[config.mk]
export PLATFORM = sky130hd
export DESIGN_NAME = micro_xlat_cache
export DESIGN_NICKNAME = d
export VERILOG_FILES = /design/src/rtl/utc_pkg.sv /design/src/rtl/utc_pick.sv /design/src/rtl/utc_array.sv /design/src/rtl/micro_xlat_cache.sv
export SDC_FILE = /design/constraint.sdc
export NUM_CORES = 1
export LEC_CHECK = 0
export ABC_AREA = 1
export CAP_MARGIN = 20
export CELL_PAD_IN_SITES_DETAIL_PLACEMENT = 0
export CELL_PAD_IN_SITES_GLOBAL_PLACEMENT = 2
export CORE_MARGIN = 8
export CORE_UTILIZATION = 29
export DETAILED_ROUTE_END_ITERATION = 8
export PLACE_DENSITY_LB_ADDON = 0.1
export SLEW_MARGIN = 20
export SYNTH_ARGS = -nofsm -noshare
export SYNTH_HDL_FRONTEND = slang
export SYNTH_SLANG_ARGS = --single-unit
[constraint.sdc]
create_clock -name clk -period 7.2 [get_ports clk]
set_input_delay 2.16 -clock clk [delete_from_list [all_inputs] [get_ports clk]]
set_output_delay 2.16 -clock clk [all_outputs]
set_load 0.1 [all_outputs]
[src/rtl/utc_pkg.sv]
package utc_pkg;
    localparam int VA_W     = 32;
    localparam int PA_W     = 32;
    localparam int OFS_W    = 12;
    localparam int VPN_W    = VA_W - OFS_W;
    localparam int PFN_W    = PA_W - OFS_W;

    typedef logic [1:0] perm_t;
    localparam perm_t PERM_NONE = 2'd0;
    localparam perm_t PERM_RO   = 2'd1;
    localparam perm_t PERM_RW   = 2'd2;

    typedef struct packed {
        logic             vld;
        logic [VPN_W-1:0] vpn;
        logic [PFN_W-1:0] pfn;
        perm_t            perm;
    } utc_ent_t;
endpackage

[src/rtl/utc_pick.sv]
module utc_pick #(
    parameter int N = 4,
    localparam int IDX_W = (N > 1) ? $clog2(N) : 1
) (
    input  logic             clk,
    input  logic             rst_n,
    input  logic [N-1:0]     qual,
    output logic [N-1:0]     sel,
    output logic             any,
    output logic [IDX_W-1:0] idx
);
    always_comb begin
        sel = '0;
        idx = '0;
        any = 1'b0;
        for (int i = 0; i < N; i++) begin
            if (qual[i] && !any) begin
                sel[i] = 1'b1;
                idx    = IDX_W'(i);
                any    = 1'b1;
            end
        end
    end

    AST_SEL_ONEHOT: assert property (@(posedge clk) disable iff (!rst_n)
        $onehot0(sel));
    AST_SEL_LOWEST: assert property (@(posedge clk) disable iff (!rst_n)
        any |-> ((qual & (sel - 1'b1)) == '0));
endmodule

[src/rtl/utc_array.sv]
module utc_array
    import utc_pkg::*;
#(
    parameter int ENTRIES = 4,
    localparam int PTR_W  = $clog2(ENTRIES)
) (
    input  logic             clk,
    input  logic             rst_n,
    input  logic             flush,
    input  logic             fill_en,
    input  logic [VPN_W-1:0] fill_vpn,
    input  logic [PFN_W-1:0] fill_pfn,
    input  perm_t            fill_perm,
    input  logic [VPN_W-1:0] look_vpn,
    input  perm_t            look_req,
    output logic             look_hit,
    output logic [PFN_W-1:0] look_pfn,
    output perm_t            look_perm
);
    typedef struct packed {
        utc_ent_t [ENTRIES-1:0] ent;
        logic [PTR_W-1:0]       ptr;
    } arr_st_t;

    arr_st_t st_d, st_q;

    logic [ENTRIES-1:0] qual;
    logic [ENTRIES-1:0] sel;
    logic [ENTRIES-1:0] vld_vec;
    logic               any_hit;
    logic [PTR_W-1:0]   hit_idx;

    for (genvar i = 0; i < ENTRIES; i++) begin : g_cmp
        assign vld_vec[i] = st_q.ent[i].vld;
        assign qual[i]    = st_q.ent[i].vld
                         && (st_q.ent[i].vpn == look_vpn)
                         && (st_q.ent[i].perm >= look_req);
    end

    utc_pick #(.N(ENTRIES)) u_pick (
        .clk   (clk),
        .rst_n (rst_n),
        .qual  (qual),
        .sel   (sel),
        .any   (any_hit),
        .idx   (hit_idx)
    );

    always_comb begin
        look_hit  = any_hit;
        look_pfn  = '0;
        look_perm = PERM_NONE;
        if (any_hit) begin
            look_pfn  = st_q.ent[hit_idx].pfn;
            look_perm = st_q.ent[hit_idx].perm;
        end
    end

    always_comb begin
        st_d = st_q;
        if (flush) begin
            for (int i = 0; i < ENTRIES; i++) begin
                st_d.ent[i].vld = 1'b0;
            end
            st_d.ptr = '0;
        end else if (fill_en) begin
            st_d.ent[st_q.ptr].vld  = 1'b1;
            st_d.ent[st_q.ptr].vpn  = fill_vpn;
            st_d.ent[st_q.ptr].pfn  = fill_pfn;
            st_d.ent[st_q.ptr].perm = fill_perm;
            st_d.ptr = (st_q.ptr == PTR_W'(ENTRIES - 1)) ? '0
                                                         : st_q.ptr + PTR_W'(1);
        end
    end

    always_ff @(posedge clk) begin
        if (!rst_n) begin
            st_q <= '0;
        end else begin
            st_q <= st_d;
        end
    end

    AST_FLUSH_CLEARS: assert property (@(posedge clk) disable iff (!rst_n)
        flush |=> (vld_vec == '0));
    AST_PTR_ADVANCE: assert property (@(posedge clk) disable iff (!rst_n)
        (fill_en && !flush) |=>
            (st_q.ptr == (($past(st_q.ptr) == PTR_W'(ENTRIES - 1)) ? '0
                          : $past(st_q.ptr) + PTR_W'(1))));
    AST_PTR_HOLD: assert property (@(posedge clk) disable iff (!rst_n)
        (!fill_en && !flush) |=> $stable(st_q.ptr));
    AST_FILL_LANDS: assert property (@(posedge clk) disable iff (!rst_n)
        (fill_en && !flush) |=> $countones(vld_vec) >= 1);
endmodule

[src/rtl/micro_xlat_cache.sv]
module micro_xlat_cache
    import utc_pkg::*;
#(
    parameter int ENTRIES = 4
) (
    input  logic             clk,
    input  logic             rst_n,
    input  logic             bypass_i,
    input  logic             flush_i,
    input  logic [VA_W-1:0]  lk_vaddr,
    input  logic             lk_write,
    input  logic             lk_ifetch,
    output logic             lk_hit,
    output logic [PA_W-1:0]  lk_paddr,
    output logic [1:0]       lk_perm,
    input  logic             fl_valid,
    input  logic             fl_ifetch,
    input  logic [VPN_W-1:0] fl_vpn,
    input  logic [PFN_W-1:0] fl_pfn,
    input  logic             fl_dirty
);
    localparam int NUM_ARR = 2;  // index 0: data, index 1: instruction

    logic             kwin;
    logic             look_ok;
    perm_t            req_lvl;
    perm_t            fill_lvl;
    logic [NUM_ARR-1:0]   a_hit;
    logic [PFN_W-1:0]     a_pfn  [NUM_ARR];
    perm_t                a_perm [NUM_ARR];
    logic [NUM_ARR-1:0]   a_fill;

    assign kwin     = (lk_vaddr[VA_W-1 -: 2] == 2'b10);
    assign look_ok  = !bypass_i && !kwin;
    assign req_lvl  = lk_write ? PERM_RW : PERM_RO;
    assign fill_lvl = fl_dirty ? PERM_RW : PERM_RO;

    for (genvar g = 0; g < NUM_ARR; g++) begin : g_arr
        assign a_fill[g] = fl_valid && !bypass_i && (fl_ifetch == (g == 1));
        utc_array #(.ENTRIES(ENTRIES)) u_arr (
            .clk       (clk),
            .rst_n     (rst_n),
            .flush     (flush_i),
            .fill_en   (a_fill[g]),
            .fill_vpn  (fl_vpn),
            .fill_pfn  (fl_pfn),
            .fill_perm (fill_lvl),
            .look_vpn  (lk_vaddr[VA_W-1:OFS_W]),
            .look_req  (req_lvl),
            .look_hit  (a_hit[g]),
            .look_pfn  (a_pfn[g]),
            .look_perm (a_perm[g])
        );
    end

    always_comb begin
        lk_hit   = 1'b0;
        lk_paddr = '0;
        lk_perm  = PERM_NONE;
        if (look_ok && a_hit[lk_ifetch]) begin
            lk_hit   = 1'b1;
            lk_paddr = {a_pfn[lk_ifetch], lk_vaddr[OFS_W-1:0]};
            lk_perm  = a_perm[lk_ifetch];
        end
    end

    AST_MISS_ZEROED: assert property (@(posedge clk) disable iff (!rst_n)
        !lk_hit |-> (lk_paddr == '0 && lk_perm == 2'd0));
    AST_OFFSET_KEPT: assert property (@(posedge clk) disable iff (!rst_n)
        lk_hit |-> (lk_paddr[OFS_W-1:0] == lk_vaddr[OFS_W-1:0]));
    AST_LEVEL_OK: assert property (@(posedge clk) disable iff (!rst_n)
        lk_hit |-> ((lk_perm == 2'd1 && !lk_write) || lk_perm == 2'd2));
    AST_KWIN_MISS: assert property (@(posedge clk) disable iff (!rst_n)
        (lk_vaddr[VA_W-1 -: 2] == 2'b10) |-> !lk_hit);
    AST_BYPASS_MISS: assert property (@(posedge clk) disable iff (!rst_n)
        bypass_i |-> !lk_hit);
endmodule

==> After elaboration in Yosys (flattened, before gate mapping) <==
Index checks and enable logic that the tools add are counted.
{ "word_totals": {"reg_bits": 348, "wordCells": 168} }
{ "classes": {"add_sub_neg": 2, "n_lt_le_gt_ge": 16, "eq_ne": 11, "mux": 61, "bitwise_logic": 4, "reduce_logical": 40} }
{ "op_table": {"columns": ["cell", "n"], "rows": [
  ["$bwmux W172", 8],
  ["$demux W43 S2", 8],
  ["$bmux W43 S2", 2],
  ["$eq A20 B20 Y1", 8],
  ["$mux W20", 5],
  ["$mux W22", 4],
  ["$mux W43", 2],
  ["$mux W42", 2],
  ["$mux W2", 16],
  ["$mux W32", 1],
  ["$logic_and A1 B1 Y1", 29],
  ["$ge A2 B2 Y1", 8],
  ["$mux W1", 13],
  ["$lt A2 B3 Y1 const B", 4],
  ["$logic_not A1 Y1", 8],
  ["$eq A2 B2 Y1 const B", 3],
  ["$add A2 B1 Y2 const B", 2],
  ["$ge A2 B1 Y1 const B", 2],
  ["$reduce_and A2 Y1", 2],
  ["$not A1 Y1", 3],
  ["$ge A2 B2 Y1 const B", 1],
  ["$lt A1 B2 Y1 const B", 1],
  ["$not A1 Y2", 1],
  ["$reduce_or A2 Y1", 1]
]} }

==> Depth between registers and ports, before layout <==
{ "logic_depth": {"word_depth": 20, "ltp_mapped": 18, "ltp_nobuf": 16} }

==> Modules after synthesis <==
Synthesis repeated with hierarchy kept, for this count alone.
{ "unflattened": {"hier_cells": 2667, "area_unflattened_um2": 17135.2} }
{ "modules_own_cells": {"columns": ["module", "instances", "cells_each", "area_each_um2"], "rows": [
  ["utc_array (g_arr[1].u_arr)", 1, 1257, 8252.9],
  ["utc_array (g_arr[0].u_arr)", 1, 1252, 8199.1],
  ["micro_xlat_cache", 1, 132, 558.0],
  ["utc_pick", 2, 13, 62.6]
]} }

==> Least setup slack after synthesis <==
OpenSTA, ideal clock, no wires.
{ "synth_timing": {"kind": "in2out", "startpoint": "in lk_write", "endpoint": "out lk_paddr[22]", "arrival_ns": 5.216, "path_slack_ns": -0.176, "cell_stages": 15, "n_path_buf": 1, "cell_sequence": "inv_1 ha_1 o21ai_0 nand2_1 nand4_1 nor2_1 nand3_4 nand2_2 inv_2 nand3_2 nand2_2 nor2_8 buf_6 nand2_1 nor2_1"} }
{ "synth_via": {"elab_chain_cells": 20} }
{ "synth_lines": {"columns": ["element", "line_no", "source"], "rows": [
  ["start, declared", "micro_xlat_cache.sv:11", "input logic lk_write,"],
  ["$mux W2 (*)", "micro_xlat_cache.sv:35", "assign req_lvl = lk_write ? PERM_RW : PERM_RO;"],
  ["$ge A2 B2 Y1", "utc_array.sv:37", "&& (st_q.ent[i].perm >= look_req);"],
  ["$logic_and A1 B1 Y1", "utc_array.sv:37", null],
  ["$mux W1", "utc_pick.sv:17", "if (qual[i] && !any) begin"],
  ["$logic_not A1 Y1", "utc_pick.sv:17", null],
  ["$logic_and A1 B1 Y1", "utc_pick.sv:17", null],
  ["$mux W1", "utc_pick.sv:17", null],
  ["$logic_not A1 Y1", "utc_pick.sv:17", null],
  ["(+2 left out)", null, null],
  ["$logic_not A1 Y1", "utc_pick.sv:17", null],
  ["$logic_and A1 B1 Y1", "utc_pick.sv:17", null],
  ["$mux W2", "utc_pick.sv:17", null],
  ["$bmux W43 S2", "utc_array.sv:54", "look_pfn = st_q.ent[hit_idx].pfn;"],
  ["$mux W22 (not written as such)", "utc_array.sv:54", null],
  ["$mux W20", "utc_array.sv:53", "if (any_hit) begin"],
  ["$mux W20 (not written as such) (3 in series)", "micro_xlat_cache.sv:62", "lk_paddr = {a_pfn[lk_ifetch], lk_vaddr[OFS_W-1:0]};"],
  ["$mux W32 (*)", "micro_xlat_cache.sv:60", "if (look_ok && a_hit[lk_ifetch]) begin"],
  ["end, declared", "micro_xlat_cache.sv:14", "output logic [PA_W-1:0] lk_paddr,"]
]} }
Mark *: on every way between the ends. The rest lies on a longest branch, timed or not. The select of a mux whose other input is x is not followed.

==> Worst setup path in the final report <==
{ "layout_timing": {"startpoint": "in lk_vaddr[19]", "endpoint": "out lk_paddr[27]"} }
{ "layout_via": {"elab_chain_cells": 20} }
{ "layout_lines": {"columns": ["element", "line_no", "source"], "rows": [
  ["start, declared", "micro_xlat_cache.sv:10", "input logic [VA_W-1:0] lk_vaddr,"],
  ["$eq A20 B20 Y1", "utc_array.sv:36", "&& (st_q.ent[i].vpn == look_vpn)"],
  ["$logic_and A1 B1 Y1", "utc_array.sv:36", null],
  ["$logic_and A1 B1 Y1", "utc_array.sv:37", null],
  ["$mux W1", "utc_pick.sv:17", null],
  ["$logic_not A1 Y1", "utc_pick.sv:17", null],
  ["$logic_and A1 B1 Y1", "utc_pick.sv:17", null],
  ["$mux W1", "utc_pick.sv:17", null],
  ["$logic_not A1 Y1", "utc_pick.sv:17", null],
  ["(+2 left out)", null, null],
  ["$logic_not A1 Y1", "utc_pick.sv:17", null],
  ["$logic_and A1 B1 Y1", "utc_pick.sv:17", null],
  ["$mux W2", "utc_pick.sv:17", null],
  ["$bmux W43 S2", "utc_array.sv:54", null],
  ["$mux W22 (not written as such)", "utc_array.sv:54", null],
  ["$mux W20", "utc_array.sv:53", null],
  ["$mux W20 (not written as such) (3 in series)", "micro_xlat_cache.sv:62", null],
  ["$mux W32 (*)", "micro_xlat_cache.sv:60", null]
]} }
Marks and branches as above.

==> flow_summary.json <==
{
  "seq_area_frac_synth": 0.414,
  "r2r-end": "g_arr[0].u_arr.st_q[154]",
  "yosysTopAreaCell": "dfxtp_1",
  "clk_path_buf_depth": 3,
  "antenna_left": 0,
  "grt_max_degree": 169,
  "worstMarginPinSlew_ns": 1.12,
  "cts_tree": "done",
  "viasPerCell": 4.94,
  "r2r-start": "g_arr[0].u_arr.st_q[0]",
  "end_kind": "output pin",
  "clk_pin_slew_ns": 0.06,
  "clkSinkCount": 348,
  "grt_pass1_wl_mm": 110,
  "p_sw_w": 0.00118,
  "rsz0062_at_grt": "true",
  "rows": 88,
  "ys_types": 34,
  "path_class": "in2out",
  "synth_edf_count": 0,
  "fin_crit_ns": 7.11,
  "syn-num-nets": 2611,
  "io_pins": 116,
  "synth_common_cells": "nor2_1, o21ai_0, nand2_1",
  "hold_violations": 0,
  "place_area_um2": 19800,
  "synthFlopType": "dfxtp_1",
  "cts_root_buf": "clkbuf_16",
  "die_x_um": 257,
  "critPathLaunch": "lk_vaddr[19]",
  "holdPathEnd": "g_arr[1].u_arr.st_q[130]",
  "post-synth-top-count-cell": "nor2_1",
  "die_h_um": 257,
  "yosys_warnings": 0,
  "whs_path_depth": 2,
  "synth-seq-cells": 348,
  "synth_top_area_frac": 0.414,
  "insertion_delay_ns": 0.56,
  "routed_wl_mm": 75.3,
  "nNetsFinal": 2756,
  "detail_route.iter0.violations": 1567,
  "arrival_ns": 4.95,
  "first_global_vias": 15900,
  "regToRegSetupSlack_ns": 4.31,
  "synthesis.area_um2": 16800,
  "first_pass_iters": 5,
  "reg_top3": "g_arr.u_arr.st_q (348)",
  "grt-ovfl-total": 0,
  "max_slew_margin": 0.250,
  "coreArea_um2": 57500,
  "power.internal_w": 0.00335,
  "pwr-share-clk": 0.470,
  "cp-start-kind": "input pin",
  "antenna_found_initial": 4,
  "grt.total_usage": 0.220,
  "fmax_mhz": 141,
  "start_util": 0.293,
  "die-area_um2": 66000,
  "syn_inst": 2506,
  "wl_per_cell_um": 21.9,
  "p_seq_frac": 0.433,
  "maxSlewViolCount": 0,
  "leakagePower_nw": 8.83,
  "numPortBuffers": 115,
  "drc_errors": 0,
  "period_share": 0.988,
  "async_reset_ff_frac": 0,
  "crit_fanout": 26,
  "max-cap-violations": 0,
  "vdd_drop_max_mv": 0.152,
  "largest-register": "g_arr.u_arr.st_q",
  "reg2reg_depth": 9,
  "syn_area_per_cell_um2": 6.71,
  "yosys-top-cells-area": "dfxtp_1, o21ai_0, nor2_1, nand2_1, a21oi_1",
  "area_growth_pct": 29.3,
  "layout-drive-gt1-share": 0.137,
  "globalplace.congestion": 0.864,
  "fin_skew_ns": 0.00976,
  "hp-class": "reg2reg",
  "largest_reg_flops": 348,
  "power.density_nw_per_um2": 208,
  "combPwrFrac": 0.097,
  "min_from": "g_arr[1].u_arr.st_q[130]",
  "required_ns": 5.04,
  "post-route-cell-area_um2": 21700,
  "p_sw_frac": 0.260,
  "h-tree-depth": 2,
  "cts_buffers": 44,
  "finalSetupTns_ns": 0,
  "outcome": "finished, final reports clean",
  "setup_viol": 0,
  "dp_hpwl_mm": 50.6,
  "num_vias": 17000
}
-- cell type report --
cell class              instances  area [um^2]
repair buffers                258         2950
flip-flops and latches        348         6970
diodes                          3         7.51
inverters                     272         1050
clock buffers                  66         1270
well taps                     765          957
clock inverters                 7         62.6
fillers                      6117        35700
multi-input cells            1727         8480
-- through the flow --
stage / total power (W) / cells / util / hold WS [ns] / worst slack (ns)
2_1_floorplan: 0.00219 / 2506 / - / 0.427 / 0.114
6_report: 0.00452 / 3446 / 0.378 / 0.450 / 0.0889
3_3_place_gp: 0.00242 / 3355 / 0.345 / 0.440 / -0.284
5_1_grt: 0.00469 / 3443 / 0.378 / 0.470 / -0.0181
4_1_cts: 0.00458 / 3437 / 0.373 / 0.455 / 0.00687
3_5_place_dp: 0.00242 / 3355 / 0.345 / 0.446 / -0.288
-- worst max path at each step --
stage	endpoint	slack, ns	depth (start not counted)
floorplan	lk_paddr[0]	0.11	14
global placement	lk_paddr[31]	-0.28	17
detailed placement	lk_paddr[31]	-0.29	18
CTS	lk_perm[1]	0.007	19
global route	lk_paddr[17]	-0.02	21
finish	lk_paddr[27]	0.09	19
-- power groups by stage --
stage	registers (W)	logic [W]	clock network, W
global route	0.00196	0.000475	0.00226
detailed placement	0.00200	0.000422	0
finish	0.00196	0.000441	0.00213
floorplan	0.00199	0.000199	0
global placement	0.00200	0.000422	0
CTS	0.00196	0.000433	0.00219
-- what timing repair did --
| action | 4_1_cts | 5_1_grt |
|---|---|---|
| endpoints found under the setup margin | 35 | 26 |
| hold buffers | 0 | 0 |
| setup buffers | 7 | 4 |
| cloned | 2 | 2 |
| pin swaps | 18 | 18 |
| resized for setup | 45 | 67 |
-- cells in the final DEF (no fill, tap or decap), types with 12 or more instances in the layout --
cell type          n
nor2_2            30
inv_2             22
a21oi_1          199
nand2_2           12
nand2_1          348
nor2_4            23
buf_12            53
nand3_1          206
dfxtp_1          348
xnor2_1           21
clkdlybuf4s50_1   62
nor2_1           396
dlymetal6s2s_1    16
clkbuf_1          14
buf_4            112
o22ai_1           36
clkbuf_16         47
inv_1            242
ha_1              24
a21oi_2           16
o21ai_0          364
-- metal layers --
| layer | vias to the layer above | share of wire | GRT usage | wire length, um |
|---|---|---|---|---|
| met5 | - | 0 | 0 | 0 |
| met4 | 0 | 0.019 | 0.0517 | 1450 |
| met3 | 79 | 0.067 | 0.0389 | 5050 |
| met2 | 452 | 0.41 | 0.315 | 30700 |
| met1 | 8105 | 0.51 | 0.334 | 38100 |
| li1 | 8392 | - | - | - |
-- kinds of logic (layout without fill, tap and decap cells) --
family / Yosys count / in the layout / share of synthesized area
adders and majority gates: 24 / 24 / 0.0179
other: 0 / 3 / 0
and+or+nand+nor: 1037 / 1038 / 0.255
DFF: 348 / 348 / 0.414
buffers and inverters: 432 / 603 / 0.104
AOI/OAI and AO/OA: 635 / 635 / 0.193
xor gates and xnor gates: 30 / 30 / 0.0156
-- worst max-delay path: stages --
cell and delay, ns:
clkdlybuf4s50_1 0.56, inv_2 0.05, buf_4 0.17, nand2_1 0.14, o21ai_1 0.10, nor2_1 0.11
nand2_1 0.09, nor2_1 0.10, buf_4 0.12, nand3_2 0.12, nand2_2 0.16, nand2_4 0.07
buf_12 0.16, nand2_1 0.07, nand3_1 0.11, nand3_1 0.12, nand2_1 0.10, nor2_4 0.20
buf_12 0.20
Note: power is estimated with default switching activity, not from simulation.
